[src/rtl/acc_alu_pkg.sv]
// Shared constants for the accumulator ALU: status bit positions,
// reset value and the opcode map. Assumes an 8-bit status byte.
package acc_alu_pkg;

    localparam int SB_N   = 7;
    localparam int SB_V   = 6;
    localparam int SB_ONE = 5;
    localparam int SB_B   = 4;
    localparam int SB_D   = 3;
    localparam int SB_I   = 2;
    localparam int SB_Z   = 1;
    localparam int SB_C   = 0;

    localparam logic [7:0] ST_RESET = 8'h22;

    localparam logic [7:0] OP_IDLE     = 8'h00;
    localparam logic [7:0] OP_LOAD_A   = 8'h10;
    localparam logic [7:0] OP_LOAD_X   = 8'h11;
    localparam logic [7:0] OP_LOAD_Y   = 8'h12;
    localparam logic [7:0] OP_A_TO_X   = 8'h13;
    localparam logic [7:0] OP_A_TO_Y   = 8'h14;
    localparam logic [7:0] OP_X_TO_A   = 8'h15;
    localparam logic [7:0] OP_Y_TO_A   = 8'h16;
    localparam logic [7:0] OP_X_TO_SP  = 8'h17;
    localparam logic [7:0] OP_ADD_C    = 8'h20;
    localparam logic [7:0] OP_SUB_B    = 8'h21;
    localparam logic [7:0] OP_CMP_A    = 8'h28;
    localparam logic [7:0] OP_CMP_X    = 8'h29;
    localparam logic [7:0] OP_CMP_Y    = 8'h2A;
    localparam logic [7:0] OP_AND      = 8'h30;
    localparam logic [7:0] OP_OR       = 8'h31;
    localparam logic [7:0] OP_XOR      = 8'h32;
    localparam logic [7:0] OP_BITTEST  = 8'h33;
    localparam logic [7:0] OP_SHL_A    = 8'h40;
    localparam logic [7:0] OP_SHR_A    = 8'h41;
    localparam logic [7:0] OP_ROTL_A   = 8'h42;
    localparam logic [7:0] OP_ROTR_A   = 8'h43;
    localparam logic [7:0] OP_SHL_M    = 8'h44;
    localparam logic [7:0] OP_SHR_M    = 8'h45;
    localparam logic [7:0] OP_ROTL_M   = 8'h46;
    localparam logic [7:0] OP_ROTR_M   = 8'h47;
    localparam logic [7:0] OP_INC_M    = 8'h50;
    localparam logic [7:0] OP_DEC_M    = 8'h51;
    localparam logic [7:0] OP_INC_X    = 8'h52;
    localparam logic [7:0] OP_INC_Y    = 8'h53;
    localparam logic [7:0] OP_DEC_X    = 8'h54;
    localparam logic [7:0] OP_DEC_Y    = 8'h55;
    localparam logic [7:0] OP_SET_C    = 8'h60;
    localparam logic [7:0] OP_SET_D    = 8'h61;
    localparam logic [7:0] OP_SET_I    = 8'h62;
    localparam logic [7:0] OP_CLR_C    = 8'h63;
    localparam logic [7:0] OP_CLR_D    = 8'h64;
    localparam logic [7:0] OP_CLR_I    = 8'h65;
    localparam logic [7:0] OP_CLR_V    = 8'h66;
    localparam logic [7:0] OP_PULL_ST  = 8'h70;
    localparam logic [7:0] OP_RET_INT  = 8'h71;
    localparam logic [7:0] OP_BREAK    = 8'h72;

    // Shift kind, taken from the two low opcode bits of the shift group.
    typedef enum logic [1:0] {
        SH_LEFT   = 2'd0,
        SH_RIGHT  = 2'd1,
        SH_ROTL   = 2'd2,
        SH_ROTR   = 2'd3
    } shift_kind_e;

endpackage

[src/rtl/acc_alu_addsub.sv]
// Binary adder/subtractor with carry in.
// Subtraction is formed as lhs + ~rhs + carry_in, so carry_out means
// "no borrow". Overflow is the signed overflow of that sum.
module acc_alu_addsub #(
    parameter int DW = 8
) (
    input  logic [DW-1:0] lhs,
    input  logic [DW-1:0] rhs,
    input  logic          carry_in,
    input  logic          sub,
    output logic [DW-1:0] sum,
    output logic          carry_out,
    output logic          overflow
);

    logic [DW-1:0] rhs_eff;

    // Form the effective second input and the extended sum.
    always_comb begin
        rhs_eff = sub ? ~rhs : rhs;
        {carry_out, sum} = {1'b0, lhs} + {1'b0, rhs_eff} + {{DW{1'b0}}, carry_in};
        overflow = (lhs[DW-1] == rhs_eff[DW-1]) && (sum[DW-1] != lhs[DW-1]);
    end

endmodule

[src/rtl/acc_alu_compare.sv]
// Unsigned comparison of a register against the operand.
// Produces the difference and a "register >= operand" bit.
module acc_alu_compare #(
    parameter int DW = 8
) (
    input  logic [DW-1:0] reg_val,
    input  logic [DW-1:0] operand,
    output logic [DW-1:0] diff,
    output logic          no_borrow
);

    // Subtract via two's complement; the carry out is the ">=" answer.
    always_comb begin
        {no_borrow, diff} = {1'b0, reg_val} + {1'b0, ~operand} + {{DW{1'b0}}, 1'b1};
    end

endmodule

[src/rtl/acc_alu_shifter.sv]
// One-bit shift or rotate in either direction with carry in/out.
// Rotates insert carry_in at the vacated end; the ejected bit leaves
// on carry_out for every kind.
module acc_alu_shifter #(
    parameter int DW = 8
) (
    input  logic [DW-1:0]             din,
    input  logic                      carry_in,
    input  acc_alu_pkg::shift_kind_e  kind,
    output logic [DW-1:0]             dout,
    output logic                      carry_out
);
    import acc_alu_pkg::*;

    // Select the shift kind.
    always_comb begin
        case (kind)
            SH_LEFT:  {carry_out, dout} = {din, 1'b0};
            SH_RIGHT: {dout, carry_out} = {1'b0, din};
            SH_ROTL:  {carry_out, dout} = {din, carry_in};
            default:  {dout, carry_out} = {carry_in, din};
        endcase
    end

endmodule

[src/rtl/acc_alu_next.sv]
// Next-state logic of the ALU: decodes the opcode and computes the new
// A, X, Y, result and status values from the current ones. Purely
// combinational. Assumes DW >= 8, since status restore takes the low
// eight operand bits.
module acc_alu_next #(
    parameter int DW = 8
) (
    input  logic [7:0]    opcode,
    input  logic [DW-1:0] operand,
    input  logic [DW-1:0] a,
    input  logic [DW-1:0] x,
    input  logic [DW-1:0] y,
    input  logic [DW-1:0] res,
    input  logic [7:0]    st,
    output logic [DW-1:0] a_n,
    output logic [DW-1:0] x_n,
    output logic [DW-1:0] y_n,
    output logic [DW-1:0] res_n,
    output logic [7:0]    st_n
);
    import acc_alu_pkg::*;

    localparam logic [DW-1:0] ONE = {{(DW-1){1'b0}}, 1'b1};

    logic [DW-1:0] add_sum, cmp_reg, cmp_diff, sh_src, sh_out;
    logic          add_co, add_ov, cmp_ge, sh_co;

    // Returns st with Z and N set from v.
    function automatic logic [7:0] with_nz(input logic [7:0] s, input logic [DW-1:0] v);
        logic [7:0] r;
        r = s;
        r[SB_N] = v[DW-1];
        r[SB_Z] = (v == '0);
        return r;
    endfunction

    acc_alu_addsub #(.DW(DW)) u_addsub (
        .lhs       (a),
        .rhs       (operand),
        .carry_in  (st[SB_C]),
        .sub       (opcode == OP_SUB_B),
        .sum       (add_sum),
        .carry_out (add_co),
        .overflow  (add_ov)
    );

    // Pick the register that a compare opcode tests.
    always_comb begin
        case (opcode)
            OP_CMP_X: cmp_reg = x;
            OP_CMP_Y: cmp_reg = y;
            default:  cmp_reg = a;
        endcase
    end

    acc_alu_compare #(.DW(DW)) u_cmp (
        .reg_val   (cmp_reg),
        .operand   (operand),
        .diff      (cmp_diff),
        .no_borrow (cmp_ge)
    );

    // Shift source: bit 2 of the shift group selects the memory operand.
    assign sh_src = opcode[2] ? operand : a;

    acc_alu_shifter #(.DW(DW)) u_shift (
        .din       (sh_src),
        .carry_in  (st[SB_C]),
        .kind      (shift_kind_e'(opcode[1:0])),
        .dout      (sh_out),
        .carry_out (sh_co)
    );

    // Decode the opcode and form every next-state value.
    always_comb begin
        a_n   = a;
        x_n   = x;
        y_n   = y;
        res_n = res;
        st_n  = st;
        case (opcode)
            OP_LOAD_A:  begin a_n = operand; res_n = operand; st_n = with_nz(st, operand); end
            OP_LOAD_X:  begin x_n = operand; st_n = with_nz(st, operand); end
            OP_LOAD_Y:  begin y_n = operand; st_n = with_nz(st, operand); end
            OP_A_TO_X:  begin x_n = a; st_n = with_nz(st, a); end
            OP_A_TO_Y:  begin y_n = a; st_n = with_nz(st, a); end
            OP_X_TO_A:  begin a_n = x; res_n = x; st_n = with_nz(st, x); end
            OP_Y_TO_A:  begin a_n = y; res_n = y; st_n = with_nz(st, y); end
            OP_ADD_C, OP_SUB_B: begin
                a_n = add_sum;
                res_n = add_sum;
                st_n = with_nz(st, add_sum);
                st_n[SB_C] = add_co;
                st_n[SB_V] = add_ov;
            end
            OP_CMP_A, OP_CMP_X, OP_CMP_Y: begin
                st_n = with_nz(st, cmp_diff);
                st_n[SB_C] = cmp_ge;
            end
            OP_AND:     begin a_n = a & operand; res_n = a & operand; st_n = with_nz(st, a & operand); end
            OP_OR:      begin a_n = a | operand; res_n = a | operand; st_n = with_nz(st, a | operand); end
            OP_XOR:     begin a_n = a ^ operand; res_n = a ^ operand; st_n = with_nz(st, a ^ operand); end
            OP_BITTEST: begin
                st_n[SB_Z] = ((a & operand) == '0);
                st_n[SB_N] = operand[DW-1];
                st_n[SB_V] = operand[DW-2];
            end
            OP_SHL_A, OP_SHR_A, OP_ROTL_A, OP_ROTR_A: begin
                a_n = sh_out;
                res_n = sh_out;
                st_n = with_nz(st, sh_out);
                st_n[SB_C] = sh_co;
            end
            OP_SHL_M, OP_SHR_M, OP_ROTL_M, OP_ROTR_M: begin
                res_n = sh_out;
                st_n = with_nz(st, sh_out);
                st_n[SB_C] = sh_co;
            end
            OP_INC_M:   begin res_n = operand + ONE; st_n = with_nz(st, operand + ONE); end
            OP_DEC_M:   begin res_n = operand - ONE; st_n = with_nz(st, operand - ONE); end
            OP_INC_X:   begin x_n = x + ONE; st_n = with_nz(st, x + ONE); end
            OP_INC_Y:   begin y_n = y + ONE; st_n = with_nz(st, y + ONE); end
            OP_DEC_X:   begin x_n = x - ONE; st_n = with_nz(st, x - ONE); end
            OP_DEC_Y:   begin y_n = y - ONE; st_n = with_nz(st, y - ONE); end
            OP_SET_C:   st_n[SB_C] = 1'b1;
            OP_SET_D:   st_n[SB_D] = 1'b1;
            OP_SET_I:   st_n[SB_I] = 1'b1;
            OP_CLR_C:   st_n[SB_C] = 1'b0;
            OP_CLR_D:   st_n[SB_D] = 1'b0;
            OP_CLR_I:   st_n[SB_I] = 1'b0;
            OP_CLR_V:   st_n[SB_V] = 1'b0;
            OP_BREAK:   st_n[SB_B] = 1'b1;
            OP_PULL_ST, OP_RET_INT: st_n = operand[7:0];
            default: ;
        endcase
        st_n[SB_ONE] = 1'b1;
    end

endmodule

[src/rtl/acc_alu_core.sv]
// Top of the accumulator ALU. Holds A, X, Y, the result register and
// the status byte, and loads them from the next-state logic on each
// enabled rising edge. Reset is synchronous, active low, and has
// priority over the enable. Assumes DW >= 8.
module acc_alu_core #(
    parameter int DW = 8
) (
    input  logic          clk,
    input  logic          rst_n,
    input  logic          en,
    input  logic [7:0]    opcode,
    input  logic [DW-1:0] operand,
    output logic [DW-1:0] result,
    output logic [7:0]    status,
    output logic [DW-1:0] x_out,
    output logic [DW-1:0] y_out
);
    import acc_alu_pkg::*;

    logic [DW-1:0] a_q, x_q, y_q, res_q;
    logic [7:0]    st_q;
    logic [DW-1:0] a_d, x_d, y_d, res_d;
    logic [7:0]    st_d;

    acc_alu_next #(.DW(DW)) u_next (
        .opcode  (opcode),
        .operand (operand),
        .a       (a_q),
        .x       (x_q),
        .y       (y_q),
        .res     (res_q),
        .st      (st_q),
        .a_n     (a_d),
        .x_n     (x_d),
        .y_n     (y_d),
        .res_n   (res_d),
        .st_n    (st_d)
    );

    // Architectural state: reset, or take the next state when enabled.
    always_ff @(posedge clk) begin
        if (!rst_n) begin
            a_q   <= '0;
            x_q   <= '0;
            y_q   <= '0;
            res_q <= '0;
            st_q  <= ST_RESET;
        end else if (en) begin
            a_q   <= a_d;
            x_q   <= x_d;
            y_q   <= y_d;
            res_q <= res_d;
            st_q  <= st_d;
        end
    end

    assign result = res_q;
    assign status = st_q;
    assign x_out  = x_q;
    assign y_out  = y_q;

endmodule

[config.mk]
export PLATFORM = sky130hd
export DESIGN_NAME = acc_alu_core
export DESIGN_NICKNAME = d
export VERILOG_FILES = /design/src/rtl/acc_alu_pkg.sv /design/src/rtl/acc_alu_addsub.sv /design/src/rtl/acc_alu_compare.sv /design/src/rtl/acc_alu_shifter.sv /design/src/rtl/acc_alu_next.sv /design/src/rtl/acc_alu_core.sv
export SDC_FILE = /design/constraint.sdc
export NUM_CORES = 1
export LEC_CHECK = 0
export CAP_MARGIN = 20
export CORE_UTILIZATION = 40
export DETAILED_ROUTE_END_ITERATION = 10
export PLACE_DENSITY = 0.58
export SYNTH_ARGS = -nofsm -noshare
export SYNTH_HDL_FRONTEND = slang
export SYNTH_HIERARCHICAL = 1
export SYNTH_SLANG_ARGS = --single-unit
[constraint.sdc]
create_clock -name clk -period 4.42 [get_ports clk]
set_input_delay 0.884 -clock clk [delete_from_list [all_inputs] [get_ports clk]]
set_output_delay 0.884 -clock clk [all_outputs]
set_load 0.01 [all_outputs]
==> impl_metrics.py, run 1 <==
metrics = {
    "floorplanning": {
        "die_x_um": 127,
        "rows": 45,
        "core-area_um2": 15300,
        "start_util_pct": 41.0,
        "ios": 51,
        "fp.dieH_um": 127,
        "dieArea_um2": 16100,
    },
    "global_route": {
        "grt_max_degree": 41,
        "grt-ovfl-total": 0,
        "antenna_found_initial": 0,
        "grt_pass1_vias": 6940,
        "grt_pass1_wl_mm": 42.0,
        "grt.total_usage_pct": 34.6,
    },
    "route": {
        "routed-wl-met2_mm": 12.5,
        "dr.pass1.iters": 6,
        "drt-met1-wl_mm": 11.8,
        "routed_wl_mm": 28.3,
        "drt-initial-drc-count": 1089,
        "vias": 7446,
        "routed.top_layer": "met4",
        "drt_drc_violations_left": 0,
        "viasPerCell": 6.48,
        "wl_met3_mm": 2.92,
        "postRouteAntennaNets": 0,
        "wire_per_inst_um": 24.6,
    },
    "worst_setup_path": {
        "crit_path_end": "status[1]$_SDFFE_PN1P_",
        "cp.buffers_inverters": 5,
        "max_stage_delay_ns": 0.32,
        "crit-reg2reg-launch": "y_out[4]$_SDFFE_PN0P_",
        "r2r-end": "status[7]$_SDFFE_PN0P_",
        "arrival_ns": 4.37,
        "cp-startpoint": "opcode[6]",
        "cp_slowest_cell": "ha_1",
        "cp_num_cells": 21,
        "cp_cell_sequence": "clkbuf_2, nor4b_4, buf_4, and3_4, buf_6, buf_4, xor2_2, ha_1, buf_4, o21a_1, o31a_1, o31ai_2, a21boi_2, nor4_1, nand4_1, o2111ai_2, nor4_2, o211a_1, a41oi_2, mux2i_1, nand2_1",
        "critPathTopFamily": "compound AO/OA/AOI/OAI gates",
        "r2r.worst_path.cells": 7,
        "critPathRequiredTime_ns": 4.58,
        "crit_fanout": 4,
        "ff2ff_setup_slack_ns": 0.92,
        "crit_top_cell": "buf_4",
        "cp-end-kind": "register",
        "critical_path_class": "in2reg",
        "worstSetupStartpointType": "primary input",
    },
    "power_and_ir_drop": {
        "p_per_area_nw_per_um2": 153,
        "leakagePower_nw": 3.20,
        "ir_drop_mv": 0.127,
    },
    "place": {
        "dp_slack_ns": -0.559,
        "io_buffers": 50,
        "hpwl_mm": 21.2,
        "globalplace.congestion": 1.05,
    },
    "logic_synthesis": {
        "synth_cells": 839,
        "syn_area_um2": 6260,
        "synth_area_per_cell_um2": 7.46,
        "synthesis.nets": 907,
        "async_reset_ff_share_pct": 0,
        "synth-seq-area-share_pct": 12.8,
        "ys_types": 92,
        "ys_warn_count": 6,
        "synthFlopType": "dfxtp_1",
        "synth_edf_count": 0,
        "ys_seq_elements": 40,
    },
    "status": {
        "status": "finished, final reports clean",
    },
    "timing": {
        "rsz0062_at_grt": "false",
        "max_freq_mhz": 238,
        "hold_violations": 0,
        "fin_tns_setup_ns": 0,
        "slew_headroom_pct": 25.3,
        "fin_crit_ns": 4.20,
        "setup_viol": 0,
        "worst_pin_slew_ns": 1.11,
        "fin_worst_skew_ns": 0.0120,
        "fin_crit_sh_pct": 95.1,
        "slew_viol_final": 0,
        "setup_slack_ns": 0.216,
    },
    "clock_network": {
        "clock_latency_ns": 0.30,
        "cts_max_path_buffers": 2,
        "cts_tree": "done",
        "cts.clk_slew.worst_paths_ns": 0.07,
        "clock_sinks": 40,
        "cts_root_buf": "clkbuf_16",
        "cts.htree.levels": 2,
        "cts_buffers": 5,
    },
    "cells_and_area": {
        "nFillCells": 1552,
        "syn_to_final_growth_pct": 23.7,
        "layout.cells.most_common": "buf_4",
        "fin_util_pct": 50.7,
        "nets": 1005,
        "drive_gt1_share_pct": 18.6,
        "antennaDiodeCount": 0,
        "final_cell_mix": "buf_4 (102), nand2_1 (67), nor2_1 (63)",
    },
    "flow_run": {
        "max-cap-violations": 0,
    },
    "worst_hold_path": {
        "hold_path.class": "reg2reg",
    },
}
-- power by group --
group | switching (mW) | internal, mW
Clock | 0.181 | 0.269
Combinational | 0.209 | 0.150
Sequential | 0.00969 | 0.366
-- worst min path at each step --
stage                                  end  depth (start not counted)                   start
floorplan           status[5]$_SDFFE_PN1P_                          2  status[5]$_SDFFE_PN1P_
global placement    status[5]$_SDFFE_PN1P_                          2  status[5]$_SDFFE_PN1P_
detailed placement  status[5]$_SDFFE_PN1P_                          2  status[5]$_SDFFE_PN1P_
CTS                 status[5]$_SDFFE_PN1P_                          2  status[5]$_SDFFE_PN1P_
global route        status[5]$_SDFFE_PN1P_                          2  status[5]$_SDFFE_PN1P_
finish              status[5]$_SDFFE_PN1P_                          2  status[5]$_SDFFE_PN1P_
-- metrics by stage --
stage / power [mW] / instance area, um2 / hold WS (ns) / std cells
floorplan: 0.589 / 6280 / 0.513 / 839
global placement: 0.722 / 7380 / 0.453 / 1132
detailed placement: 0.723 / 7380 / 0.460 / 1132
CTS: 1.17 / 7640 / 0.479 / 1144
global route: 1.23 / 7740 / 0.497 / 1149
finish: 1.18 / 7740 / 0.475 / 1149
-- kinds of logic after synthesis --
kind of cell               Yosys count  share of synthesized area (%)
AOI/OAI and AO/OA                  210                           24.6
xor gates and xnor gates            32                           4.48
adders and majority gates           49                           10.2
buffers and inverters              114                           9.00
DFF                                 40                           12.8
muxes                               56                           9.54
other                                1                         0.0599
and+or+nand+nor                    337                           29.4
-- Yosys cell counts (all sizes together), types with 4 or more instances --
cell	n	area share (%)
or4	4	0.48
nand2	67	4.0
xnor2	18	2.5
a2111oi	4	0.66
a21oi	41	3.5
nor3	25	2.0
a221oi	20	2.8
inv	48	2.9
nor2b	42	4.3
nor4bb	4	0.64
or4b	6	0.96
buf	24	3.6
xor2	14	2.0
mux2	8	1.9
o31ai	4	0.56
o22ai	7	0.70
a221o	10	1.6
nand3	30	2.4
o21ai	37	3.0
nor4b	5	0.80
or3	7	0.70
nand2b	5	0.50
o2111ai	5	0.70
mux2i	48	7.7
or2	4	0.40
nor2	66	4.1
nor4	21	2.1
and2	11	1.1
nand4	15	1.5
a21boi	4	0.54
a22oi	11	1.3
a211oi	5	0.60
nor3b	6	0.88
o21a	6	0.72
ha	46	9.2
dfxtp	40	13
a222oi	12	1.9
a41oi	5	0.82
clkbuf	41	2.5
a31oi	8	0.80
and3	6	0.60
-- tightest hold or removal path: cells and delay by family (launching register included) --
kind | cells | cell delay, ns
DFF | 1 | 0.33
muxes | 1 | 0.06
and+or+nand+nor | 1 | 0.06
-- final cells by class --
| class | instances | area [um2] | area share, % |
|---|---|---|---|
| multi-input cells | 685 | 5030 | 64.9 |
| repair buffers | 156 | 1300 | 16.7 |
| flip-flops and latches | 40 | 801 | 10.3 |
| well taps | 211 | 264 | 3.41 |
| inverters | 49 | 184 | 2.38 |
| clock buffers | 5 | 125 | 1.62 |
| clock inverters | 3 | 46.3 | 0.598 |
-- routing by layer --
layer / vias to the layer above / GRT usage (%)
met5: - / 0
met4: 0 / 11.0
met3: 91 / 5.90
met2: 485 / 54.9
met1: 3556 / 47.6
li1: 3314 / -
-- state kept, by name, indices dropped and copies added (netlist names) --
name    flops
a_q         8
y_out       8
x_out       8
status      8
result      8
-- repair_timing --
item / CTS / global route
hold buffers: 0 / 0
setup endpoints to repair: 7 / 8
resized for setup: 19 / 24
pin swaps: 14 / 22
buffers inserted: 4 / 6
(Power assumes the default switching activity.)
==> inputs of run 2 (changes only) <==
--- a/config.mk
+++ b/config.mk
@@ -6,9 +6,10 @@
 export NUM_CORES = 1
 export LEC_CHECK = 0
 export CAP_MARGIN = 20
-export CORE_UTILIZATION = 40
+export CORE_MARGIN = 2
+export CORE_UTILIZATION = 60
 export DETAILED_ROUTE_END_ITERATION = 10
-export PLACE_DENSITY = 0.58
+export PLACE_DENSITY = 0.79
 export SYNTH_ARGS = -nofsm -noshare
 export SYNTH_HDL_FRONTEND = slang
 export SYNTH_HIERARCHICAL = 1
==> constraint.sdc (replaced) <==
create_clock -name clk -period 5.2 [get_ports clk]
set_input_delay 1.04 -clock clk [delete_from_list [all_inputs] [get_ports clk]]
set_output_delay 1.04 -clock clk [all_outputs]
set_load 0.01 [all_outputs]
==> run 2 against run 1 <==
- clock-buffer cell count did not move
- worst hold slack improved by 0.013 ns
- sequential cell count did not move
- cell count fell by 12%
- first-iteration DRC count rose by 14%
- worst setup slack improved by 0.016 ns
- largest power group is now sequential cells
- non-clock buffer count fell by 64
- clock power fell by 36%
- die area fell by 30%
- final area fell by 9.8%
- global-route usage rose by 9.1 points
- core utilization rose by 17 points
- critical path type unchanged
==> impl_metrics.py, run 2 (synthesis results as in run 1) <==
metrics = {
    "cells_and_area": {
        "syn_to_final_growth_pct": 11.6,
        "nFillCells": 879,
        "antennaDiodeCount": 0,
        "final_cells": 1010,
        "nets": 941,
        "drive_gt1_share_pct": 9.50,
        "final_cell_mix": "nand2_1 (67), nor2_1 (64), clkdlybuf4s50_1 (49)",
        "layout.cells.most_common": "nand2_1",
    },
    "global_route": {
        "antenna_found_initial": 0,
        "grt-ovfl-total": 0,
        "grt.total_usage_pct": 43.8,
        "grt_pass1_wl_mm": 38.1,
        "grt_pass1_vias": 6640,
        "grt_max_degree": 41,
    },
    "worst_hold_path": {
        "hold_path.class": "reg2reg",
    },
    "clock_network": {
        "cts_root_buf": "clkbuf_8",
        "cts_buffers": 5,
        "cts.clk_slew.worst_paths_ns": 0.11,
        "clock_latency_ns": 0.34,
        "cts.htree.levels": 2,
        "cts_max_path_buffers": 2,
        "cts_tree": "done",
        "clock_sinks": 40,
        "ctsHoldBuffers": 0,
    },
    "timing": {
        "fin_worst_skew_ns": 0.0187,
        "hold_violations": 0,
        "whs_ns": 0.488,
        "worst_pin_slew_ns": 0.932,
        "slew_headroom_pct": 36.3,
        "setup_viol": 0,
        "slew_viol_final": 0,
        "fin_crit_ns": 4.97,
        "fin_crit_sh_pct": 95.5,
        "max_freq_mhz": 201,
        "fin_tns_setup_ns": 0,
        "rsz0062_at_grt": "false",
    },
    "floorplanning": {
        "fp.dieH_um": 106,
        "rows": 37,
        "die_x_um": 106,
        "ios": 51,
        "start_util_pct": 61.2,
        "dieArea_um2": 11300,
        "core-area_um2": 10200,
    },
    "worst_setup_path": {
        "cp-end-kind": "register",
        "critPathRequiredTime_ns": 5.43,
        "arrival_ns": 5.20,
        "crit_fanout": 7,
        "worstSetupStartpointType": "primary input",
        "critical_path_class": "in2reg",
    },
    "route": {
        "postRouteAntennaNets": 0,
        "drt_drc_violations_left": 0,
        "routed_wl_mm": 25.1,
        "vias": 7354,
        "viasPerCell": 7.28,
        "wire_per_inst_um": 24.8,
        "drt-initial-drc-count": 1241,
        "dr.pass1.iters": 7,
    },
    "flow_run": {
        "max-cap-violations": 0,
    },
    "place": {
        "dp_cells": 1002,
        "hpwl_mm": 18.2,
        "globalplace.congestion": 1.10,
        "io_buffers": 50,
    },
    "power_and_ir_drop": {
        "p_total_mw": 0.884,
        "ir_drop_mv": 0.128,
        "p_per_area_nw_per_um2": 127,
        "leakagePower_nw": 2.79,
    },
    "status": {
        "status": "finished, final reports clean",
    },
}
==> run 2: worst max-delay path, cell delays in order <==
cell,delay (ns)
clkdlybuf4s50_1,0.42
nor4b_1,0.31
buf_4,0.19
and3_1,0.20
buf_4,0.19
xor2_1,0.17
ha_1,0.30
nor2b_1,0.17
o31a_1,0.28
o31ai_1,0.35
a21boi_1,0.32
nor4_1,0.11
nand4_1,0.12
o2111ai_1,0.18
nor4_1,0.30
o211a_1,0.21
a41oi_2,0.11
mux2i_1,0.17
nand2_1,0.07
==> run 2: stage by stage <==
step           instance area, um2  util [%]  worst slack [ns]
6_report                     6980      68.2             0.232
3_5_place_dp                 6860      67.0           0.00800
5_1_grt                      6980      68.2           0.00402
4_1_cts                      6970      68.2             0.353
3_3_place_gp                 6860      67.0             0.192
2_1_floorplan                6260         -             0.449
==> run 2: power breakdown <==
| part | total, mW | internal [mW] | switching (mW) |
|---|---|---|---|
| registers | 0.320 | 0.311 | 0.00915 |
| logic | 0.276 | 0.113 | 0.163 |
| clock network | 0.288 | 0.145 | 0.143 |
==> run 2: final cells by class <==
type | count | area, um2 | area share, %
Inverter | 49 | 184 | 2.63
Clock inverter | 3 | 46.3 | 0.663
Clock buffer | 5 | 68.8 | 0.986
Multi-Input combinational cell | 685 | 4900 | 70.2
Tap cell | 136 | 170 | 2.44
Timing Repair Buffer | 92 | 811 | 11.6
Sequential cell | 40 | 801 | 11.5
==> run 2: metal layers <==
metal / routed length [um] / global-route usage (%) / share of wire (%) / vias up
met3: 3340 / 9.07 / 13 / 134
met1: 9270 / 56.7 / 37 / 3392
met4: 1590 / 22.7 / 6.3 / 0
met5: 0 / 0 / 0 / -
li1: - / - / - / 3194
met2: 10900 / 68.4 / 43 / 634
==> run 2: path summary, 6_finish.rpt <==
kind	start	end	slack [ns]	cells after the start
min reg2reg	status[5]$_SDFFE_PN1P_	status[5]$_SDFFE_PN1P_	0.49	2
min	status[5]$_SDFFE_PN1P_	status[5]$_SDFFE_PN1P_	0.49	2
max reg2reg	a_q[0]$_SDFFE_PN0P_	status[1]$_SDFFE_PN1P_	1.43	15
max	opcode[6]	status[1]$_SDFFE_PN1P_	0.23	19
==> run 2: what timing repair did <==
item / CTS / global route
setup endpoints to repair: 0 / 1
gates resized for setup: 0 / 1
setup buffers: 0 / 0
